## src/rtl/ss_move_pkg.sv

```systemverilog
package ss_move_pkg;

  // operation code accepted by the engine
  localparam logic [7:0] MOVE_OPC = 8'hD2;

  typedef enum logic [2:0] {
    MV_IDLE,
    MV_BASE_DST,
    MV_BASE_SRC,
    MV_READ,
    MV_WRITE
  } mv_state_e;

endpackage

```

## src/rtl/ss_move_ea.sv

```systemverilog
// Effective address: base register contents plus zero-extended displacement.
module ss_move_ea #(
  parameter int ADDR_W        = 24,
  parameter int RSEL_W        = 4,
  parameter int DISP_W        = 12,
  parameter bit ZERO_BASE_NUL = 1'b1
) (
  input  logic [RSEL_W-1:0] base_num,
  input  logic [ADDR_W-1:0] base_val,
  input  logic [DISP_W-1:0] disp,
  output logic [ADDR_W-1:0] ea
);

  localparam int PAD_W = ADDR_W - DISP_W;

  logic [ADDR_W-1:0] base_term;
  logic [ADDR_W-1:0] disp_ext;

  assign disp_ext = {{PAD_W{1'b0}}, disp};

  generate
    if (ZERO_BASE_NUL) begin : g_nul_base
      // register number 0 stands for "no base"
      assign base_term = (base_num == '0) ? '0 : base_val;
    end else begin : g_plain_base
      logic unused_num;
      assign unused_num = ^base_num;
      assign base_term  = base_val;
    end
  endgenerate

  // carry out of the top bit is dropped: wraps modulo 2^ADDR_W
  assign ea = base_term + disp_ext;

endmodule

```

## src/rtl/ss_move_fsm.sv

```systemverilog
// Sequencer: base resolution, then alternating read and write per byte.
module ss_move_fsm
  import ss_move_pkg::*;
(
  input  logic      clk,
  input  logic      rst_n,
  input  logic      start,
  input  logic      opc_ok,
  input  logic      rd_ready,
  input  logic      wr_ready,
  input  logic      last,
  output mv_state_e state,
  output logic      accept,
  output logic      done,
  output logic      illegal
);

  mv_state_e nxt;
  logic      final_ack;

  always_comb begin
    accept    = (state == MV_IDLE) && start && opc_ok;
    final_ack = (state == MV_WRITE) && wr_ready && last;
    nxt       = state;
    case (state)
      MV_IDLE:     if (accept) nxt = MV_BASE_DST;
      MV_BASE_DST: nxt = MV_BASE_SRC;
      MV_BASE_SRC: nxt = MV_READ;
      MV_READ:     if (rd_ready) nxt = MV_WRITE;
      MV_WRITE:    if (wr_ready) nxt = last ? MV_IDLE : MV_READ;
      default:     nxt = MV_IDLE;
    endcase
  end

  always_ff @(posedge clk or negedge rst_n) begin
    if (!rst_n) begin
      state   <= MV_IDLE;
      done    <= 1'b0;
      illegal <= 1'b0;
    end else begin
      state   <= nxt;
      done    <= final_ack;
      illegal <= (state == MV_IDLE) && start && !opc_ok;
    end
  end

endmodule

```

## src/rtl/ss_move_dp.sv

```systemverilog
// Datapath: latched fields, address pointers, remaining count, byte buffer.
module ss_move_dp
  import ss_move_pkg::*;
#(
  parameter int ADDR_W = 24,
  parameter int LEN_W  = 8,
  parameter int RSEL_W = 4,
  parameter int DISP_W = 12,
  parameter int DATA_W = 8
) (
  input  logic                     clk,
  input  logic                     rst_n,
  input  mv_state_e                state,
  input  logic                     accept,
  input  logic [LEN_W-1:0]         len_code,
  input  logic [RSEL_W+DISP_W-1:0] dst_field,
  input  logic [RSEL_W+DISP_W-1:0] src_field,
  input  logic [ADDR_W-1:0]        gpr_data,
  input  logic                     rd_ready,
  input  logic [DATA_W-1:0]        rd_data,
  input  logic                     wr_ready,
  output logic [RSEL_W-1:0]        gpr_sel,
  output logic [ADDR_W-1:0]        dst_ptr,
  output logic [ADDR_W-1:0]        src_ptr,
  output logic [DATA_W-1:0]        byte_q,
  output logic                     last
);

  localparam int FIELD_W = RSEL_W + DISP_W;

  logic [FIELD_W-1:0] dst_f;
  logic [FIELD_W-1:0] src_f;
  logic [FIELD_W-1:0] cur_f;
  logic [LEN_W-1:0]   remain;
  logic [ADDR_W-1:0]  ea;

  // one read port serves both operands, one per cycle
  assign cur_f   = (state == MV_BASE_SRC) ? src_f : dst_f;
  assign gpr_sel = cur_f[FIELD_W-1 -: RSEL_W];
  assign last    = (remain == '0);

  ss_move_ea #(
    .ADDR_W       (ADDR_W),
    .RSEL_W       (RSEL_W),
    .DISP_W       (DISP_W),
    .ZERO_BASE_NUL(1'b1)
  ) u_ea (
    .base_num(gpr_sel),
    .base_val(gpr_data),
    .disp    (cur_f[DISP_W-1:0]),
    .ea      (ea)
  );

  always_ff @(posedge clk or negedge rst_n) begin
    if (!rst_n) begin
      dst_f   <= '0;
      src_f   <= '0;
      remain  <= '0;
      dst_ptr <= '0;
      src_ptr <= '0;
      byte_q  <= '0;
    end else begin
      if (accept) begin
        dst_f  <= dst_field;
        src_f  <= src_field;
        remain <= len_code;
      end
      case (state)
        MV_BASE_DST: dst_ptr <= ea;
        MV_BASE_SRC: src_ptr <= ea;
        MV_READ:     if (rd_ready) byte_q <= rd_data;
        MV_WRITE: begin
          if (wr_ready && !last) begin
            remain  <= remain - 1'b1;
            dst_ptr <= dst_ptr + 1'b1;
            src_ptr <= src_ptr + 1'b1;
          end
        end
        default: ;
      endcase
    end
  end

endmodule

```

## src/rtl/ss_move_engine.sv

```systemverilog
// Top: storage-to-storage byte move engine.
module ss_move_engine
  import ss_move_pkg::*;
#(
  parameter int ADDR_W = 24,
  parameter int LEN_W  = 8,
  parameter int RSEL_W = 4,
  parameter int DISP_W = 12,
  parameter int DATA_W = 8,
  parameter int OPC_W  = 8
) (
  input  logic                     clk,
  input  logic                     rst_n,
  input  logic                     start,
  input  logic [OPC_W-1:0]         opcode,
  input  logic [LEN_W-1:0]         len_code,
  input  logic [RSEL_W+DISP_W-1:0] dst_field,
  input  logic [RSEL_W+DISP_W-1:0] src_field,
  output logic [RSEL_W-1:0]        gpr_sel,
  input  logic [ADDR_W-1:0]        gpr_data,
  output logic                     rd_valid,
  output logic [ADDR_W-1:0]        rd_addr,
  input  logic                     rd_ready,
  input  logic [DATA_W-1:0]        rd_data,
  output logic                     wr_valid,
  output logic [ADDR_W-1:0]        wr_addr,
  output logic [DATA_W-1:0]        wr_data,
  input  logic                     wr_ready,
  output logic                     busy,
  output logic                     done,
  output logic                     illegal_op
);

  mv_state_e         state;
  logic              accept;
  logic              opc_ok;
  logic              last;
  logic [ADDR_W-1:0] dst_ptr;
  logic [ADDR_W-1:0] src_ptr;
  logic [DATA_W-1:0] byte_q;

  assign opc_ok = (opcode == OPC_W'(MOVE_OPC));

  ss_move_fsm u_fsm (
    .clk     (clk),
    .rst_n   (rst_n),
    .start   (start),
    .opc_ok  (opc_ok),
    .rd_ready(rd_ready),
    .wr_ready(wr_ready),
    .last    (last),
    .state   (state),
    .accept  (accept),
    .done    (done),
    .illegal (illegal_op)
  );

  ss_move_dp #(
    .ADDR_W(ADDR_W),
    .LEN_W (LEN_W),
    .RSEL_W(RSEL_W),
    .DISP_W(DISP_W),
    .DATA_W(DATA_W)
  ) u_dp (
    .clk      (clk),
    .rst_n    (rst_n),
    .state    (state),
    .accept   (accept),
    .len_code (len_code),
    .dst_field(dst_field),
    .src_field(src_field),
    .gpr_data (gpr_data),
    .rd_ready (rd_ready),
    .rd_data  (rd_data),
    .wr_ready (wr_ready),
    .gpr_sel  (gpr_sel),
    .dst_ptr  (dst_ptr),
    .src_ptr  (src_ptr),
    .byte_q   (byte_q),
    .last     (last)
  );

  // requests are plain decodes of the state register: stable while waiting
  assign rd_valid = (state == MV_READ);
  assign rd_addr  = src_ptr;
  assign wr_valid = (state == MV_WRITE);
  assign wr_addr  = dst_ptr;
  assign wr_data  = byte_q;
  assign busy     = (state != MV_IDLE);

endmodule

```

## config.mk

```make
export PLATFORM = sky130hd
export DESIGN_NAME = ss_move_engine
export DESIGN_NICKNAME = d
export VERILOG_FILES = /design/src/rtl/ss_move_pkg.sv /design/src/rtl/ss_move_ea.sv /design/src/rtl/ss_move_fsm.sv /design/src/rtl/ss_move_dp.sv /design/src/rtl/ss_move_engine.sv
export SDC_FILE = /design/constraint.sdc
export NUM_CORES = 1
export LEC_CHECK = 0
export BUFFER_PORTS_ARGS = -buffer_cell sky130_fd_sc_hd__clkbuf_2
export CORE_ASPECT_RATIO = 2
export CORE_MARGIN = 2
export CORE_UTILIZATION = 45
export CTS_CLUSTER_DIAMETER = 30
export CTS_CLUSTER_SIZE = 8
export DETAILED_ROUTE_END_ITERATION = 16
export PLACE_DENSITY = 0.8
export RECOVER_POWER = 50
export SYNTH_ARGS = -nofsm -noshare
export SYNTH_HDL_FRONTEND = slang
export SYNTH_HIERARCHICAL = 1
export SYNTH_SLANG_ARGS = --single-unit
```

## constraint.sdc

```tcl
create_clock -name clk -period 13 [get_ports clk]
set_input_delay 2.6 -clock clk [delete_from_list [all_inputs] [get_ports clk]]
set_output_delay 2.6 -clock clk [all_outputs]
set_load 0.03 [all_outputs]
```

==> impl_metrics.env <==
export IMPL_route_final_wire_length_um=19780
export IMPL_cp_end_kind="asynchronous set/reset pin"
export IMPL_routed_via_count=6335
export IMPL_design_power_total_w=0.001522
export IMPL_pre_cts_ws_ns=7.673
export IMPL_cp_cell_sequence="clkbuf_1 -> clkbuf_1"
export IMPL_finalSetupViolCount=0
export IMPL_placedCellCount=1038
export IMPL_detail_route_drc_violations=0
export IMPL_reg2reg_from="u_fsm/state[1]"
export IMPL_final_core_utilization_pct=53.22
export IMPL_sequential_cell_area_um2=2527
export IMPL_synth_top_flop_cell="sky130_fd_sc_hd__dfrtp_1"
export IMPL_numCtsBuffers=9
export IMPL_insertedDiodeCount=0
export IMPL_cts_tree="built"
export IMPL_yosysWarningCount=6
export IMPL_regToRegSetupSlack_ns=7.59
export IMPL_netlist_instances=734
export IMPL_htreeDepth=3
export IMPL_power_static_leakage_nw=3.504
export IMPL_critPathArrivalTime_ns=6.70
export IMPL_worstPathRequired_ns=12.56
export IMPL_detailed_place_hpwl_um=14920
export IMPL_synth_async_sr_flop_share_pct=100.0
export IMPL_ant_nets=0
export IMPL_groute_usage_overall_pct=26.31
export IMPL_synth_fp_nets=836
export IMPL_cts_repair_resized=0
export IMPL_r2r_worst_path_cells=13
export IMPL_clock_latency_on_the_worst_skew_pair_ns=0.35
export IMPL_grt_max_degree=76
export IMPL_layout_setup_ws_ns=5.856
export IMPL_worst_clock_skew_ns=0.01533
export IMPL_drt_pass1_iterations=7
export IMPL_finish_net_count=959
export IMPL_min_delay_start="u_dp/remain[0]"
export IMPL_via_count_of_the_first_global_routing_pass=6264
export IMPL_post_cts_buffers=0
export IMPL_synthToLayoutAreaGrowth_pct=16.75
export IMPL_tns_ns=0
export IMPL_layout_cells_non_filler=1054
export IMPL_cts_clk_slew_worst_paths_ns=0.07
export IMPL_synth_largest_type_area_fraction_pct=38.85
export IMPL_first_pass_grt_wire_length_um=31700
export IMPL_hp_class="flip-flop to flip-flop"
export IMPL_grt_setup_unrepaired="false"
export IMPL_hold_path_cell_count=1
export IMPL_critical_path_max_fanout=71
export IMPL_tritoncts_num_sinks=101
export IMPL_fp_coreArea_um2=14270
export IMPL_yosys_register_bits=101
export IMPL_number_of_library_cell_types_mapped_by_synthesis=76
export IMPL_fin_crit_sh_pct=54.96
export IMPL_max_freq_ghz=0.1400
export IMPL_failed_checks="capacitance limit, slew limit"
export IMPL_seq_area_frac_synth_pct=38.85
export IMPL_vdd_drop_max_mv=0.1232
export IMPL_max_cap_viol_count=2
export IMPL_time_the_worst_path_needs_with_i_o_delays_and_setup_ns=7.144
export IMPL_critical_path_most_common_cell="sky130_fd_sc_hd__clkbuf_1"
export IMPL_clockRootBuffer="sky130_fd_sc_hd__clkbuf_16"
export IMPL_proportion_of_layout_cells_with_a_drive_suffix_above_1_pct=22.16
export IMPL_startpoint_type="input port"
export IMPL_layout_filler_cells=1392
export IMPL_min_to="u_dp/remain[0]"
export IMPL_via_per_inst=6.010
export IMPL_finalHoldViolations=0
export IMPL_wire_per_inst_um=18.77
export IMPL_critical_path_slowest_cell="sky130_fd_sc_hd__clkbuf_1"
export IMPL_most_frequently_used_cell_type_in_the_post_synthesis_netlist="sky130_fd_sc_hd__nand2_1"
export IMPL_drv_slew=104
export IMPL_timing_worst_slew_pin_value_ns=3.877
export IMPL_post_synth_top_area_cell="sky130_fd_sc_hd__dfrtp_1"
export IMPL_multi_input_area_um2=3721
export IMPL_syn_cell_area_um2=6506
export IMPL_cp_num_cells=2
export IMPL_slew_limit_headroom_pct=-158.5
export IMPL_outcome="finished, violations left"
export IMPL_critPathKind="input port to asynchronous set/reset pin"
export IMPL_gpl_final_weighted_congestion=1.015
export IMPL_first_iter_violations=498
export IMPL_synth_edff_count=0
export IMPL_floorplan_initialDensity_pct=45.58
export IMPL_design_portCount=150
export IMPL_cts_path_max_buffers=2
export IMPL_timing_rr_end="u_dp/src_ptr[17]"
export IMPL_synth_top_cells_by_count="sky130_fd_sc_hd__nand2_1, sky130_fd_sc_hd__dfrtp_1, sky130_fd_sc_hd__a21oi_1"
export IMPL_synth_top_cells_by_area="sky130_fd_sc_hd__dfrtp_1, sky130_fd_sc_hd__mux2_2, sky130_fd_sc_hd__nand2_1"
export IMPL_cts_hold_buf=0
export IMPL_die_height_um=174.1
export IMPL_placement_rows=62
export IMPL_die_w_um=89.03
export IMPL_critical_path_top_delay_family="buffers and inverters"
export IMPL_cp_num_buf_inv=2
export IMPL_antenna_found_initial=0
export IMPL_p_per_area_nw_per_um2=200.4
export IMPL_crit_path_max_incr_delay_ns=2.80
export IMPL_gr_total_overflow=0
export IMPL_port_buffers=149
export IMPL_die_area_um2=15490
export IMPL_syn_mean_instance_area_um2=8.864
[worst max path at each step]
stage / from / to
after global placement: gpr_data[9] / u_dp/src_ptr[17]
after global routing: rst_n / u_dp/src_f[9]
after detailed placement: gpr_data[10] / u_dp/src_ptr[17]
after floorplan: gpr_data[0] / u_dp/src_ptr[12]
after CTS: u_fsm/state[1] / u_dp/src_ptr[17]
final: rst_n / u_fsm/state[0]
[cells by family (layout without fill, tap and decap cells)]
family,count (synthesis),in the layout,share of synthesized area [%]
buf+inv,52,180,4.038
compound gates,217,217,22.04
simple gates,290,290,22.44
mux,42,42,7.231
flops,101,101,38.85
xor+xnor,15,15,2.019
fa+ha+maj,17,17,3.385
[metrics by stage]
stage | hold slack (ns) | instance area (um2)
2_1_floorplan | 0.4369 | 6506
3_5_place_dp | 0.4724 | 7312
5_1_grt | 0.5121 | 7596
3_3_place_gp | 0.4767 | 7312
6_report | 0.4836 | 7596
4_1_cts | 0.4845 | 7657
[cells in the final DEF, fill, tap and decap left out, types with 13 or more instances in the layout]
| cell | netlist | routed |
|---|---|---|
| sky130_fd_sc_hd__nand3_1 | 28 | 28 |
| sky130_fd_sc_hd__nand2_1 | 108 | 108 |
| sky130_fd_sc_hd__clkbuf_1 | 23 | 45 |
| sky130_fd_sc_hd__o22a_1 | 13 | 13 |
| sky130_fd_sc_hd__and2_1 | 17 | 17 |
| sky130_fd_sc_hd__a21oi_1 | 74 | 74 |
| sky130_fd_sc_hd__and3_1 | 18 | 18 |
| sky130_fd_sc_hd__nor2_1 | 45 | 45 |
| sky130_fd_sc_hd__mux2_2 | 40 | 40 |
| sky130_fd_sc_hd__o21ai_0 | 37 | 37 |
| sky130_fd_sc_hd__dfrtp_1 | 101 | 101 |
| sky130_fd_sc_hd__nand4_1 | 16 | 16 |
| sky130_fd_sc_hd__ha_1 | 16 | 16 |
| sky130_fd_sc_hd__clkbuf_2 | 0 | 105 |
| sky130_fd_sc_hd__nor3_1 | 13 | 13 |
[layer usage]
| metal | vias up | global-route usage [%] | wire length [um] |
|---|---|---|---|
| met4 | 0 | 18.84 | 1613 |
| met3 | 86 | 5.461 | 1223 |
| met2 | 274 | 42.44 | 9936 |
| met1 | 3029 | 29.85 | 7009 |
| li1 | 2946 | - | - |
| met5 | - | 0 | 0 |
[state kept, by name (all words and copies together), names as in the netlist]
| register | cells |
|---|---|
| u_dp/src_f | 16 |
| u_dp/dst_ptr | 24 |
| u_fsm/done | 1 |
| u_dp/src_ptr | 24 |
| u_dp/remain | 8 |
| u_fsm/illegal | 1 |
| u_dp/byte_q | 8 |
| u_dp/dst_f | 16 |
| u_fsm/state | 3 |
[power breakdown]
group | switching (W) | internal [W] | total [W]
logic | 0.000454 | 0.000212 | 0.000667
registers | 0.000132 | 0.000411 | 0.000543
clock network | 0.000123 | 0.000189 | 0.000312
total | 0.000710 | 0.000812 | 0.00152
[cell type report]
class | count | area share (%)
clock buffer | 9 | 2.965
clock inverter | 7 | 1.581
inverter | 10 | 0.4942
multi-input combinational | 581 | 48.99
sequential | 101 | 33.27
tap | 192 | 3.163
timing repair buffer | 154 | 9.537
(Power assumes the default switching activity.)
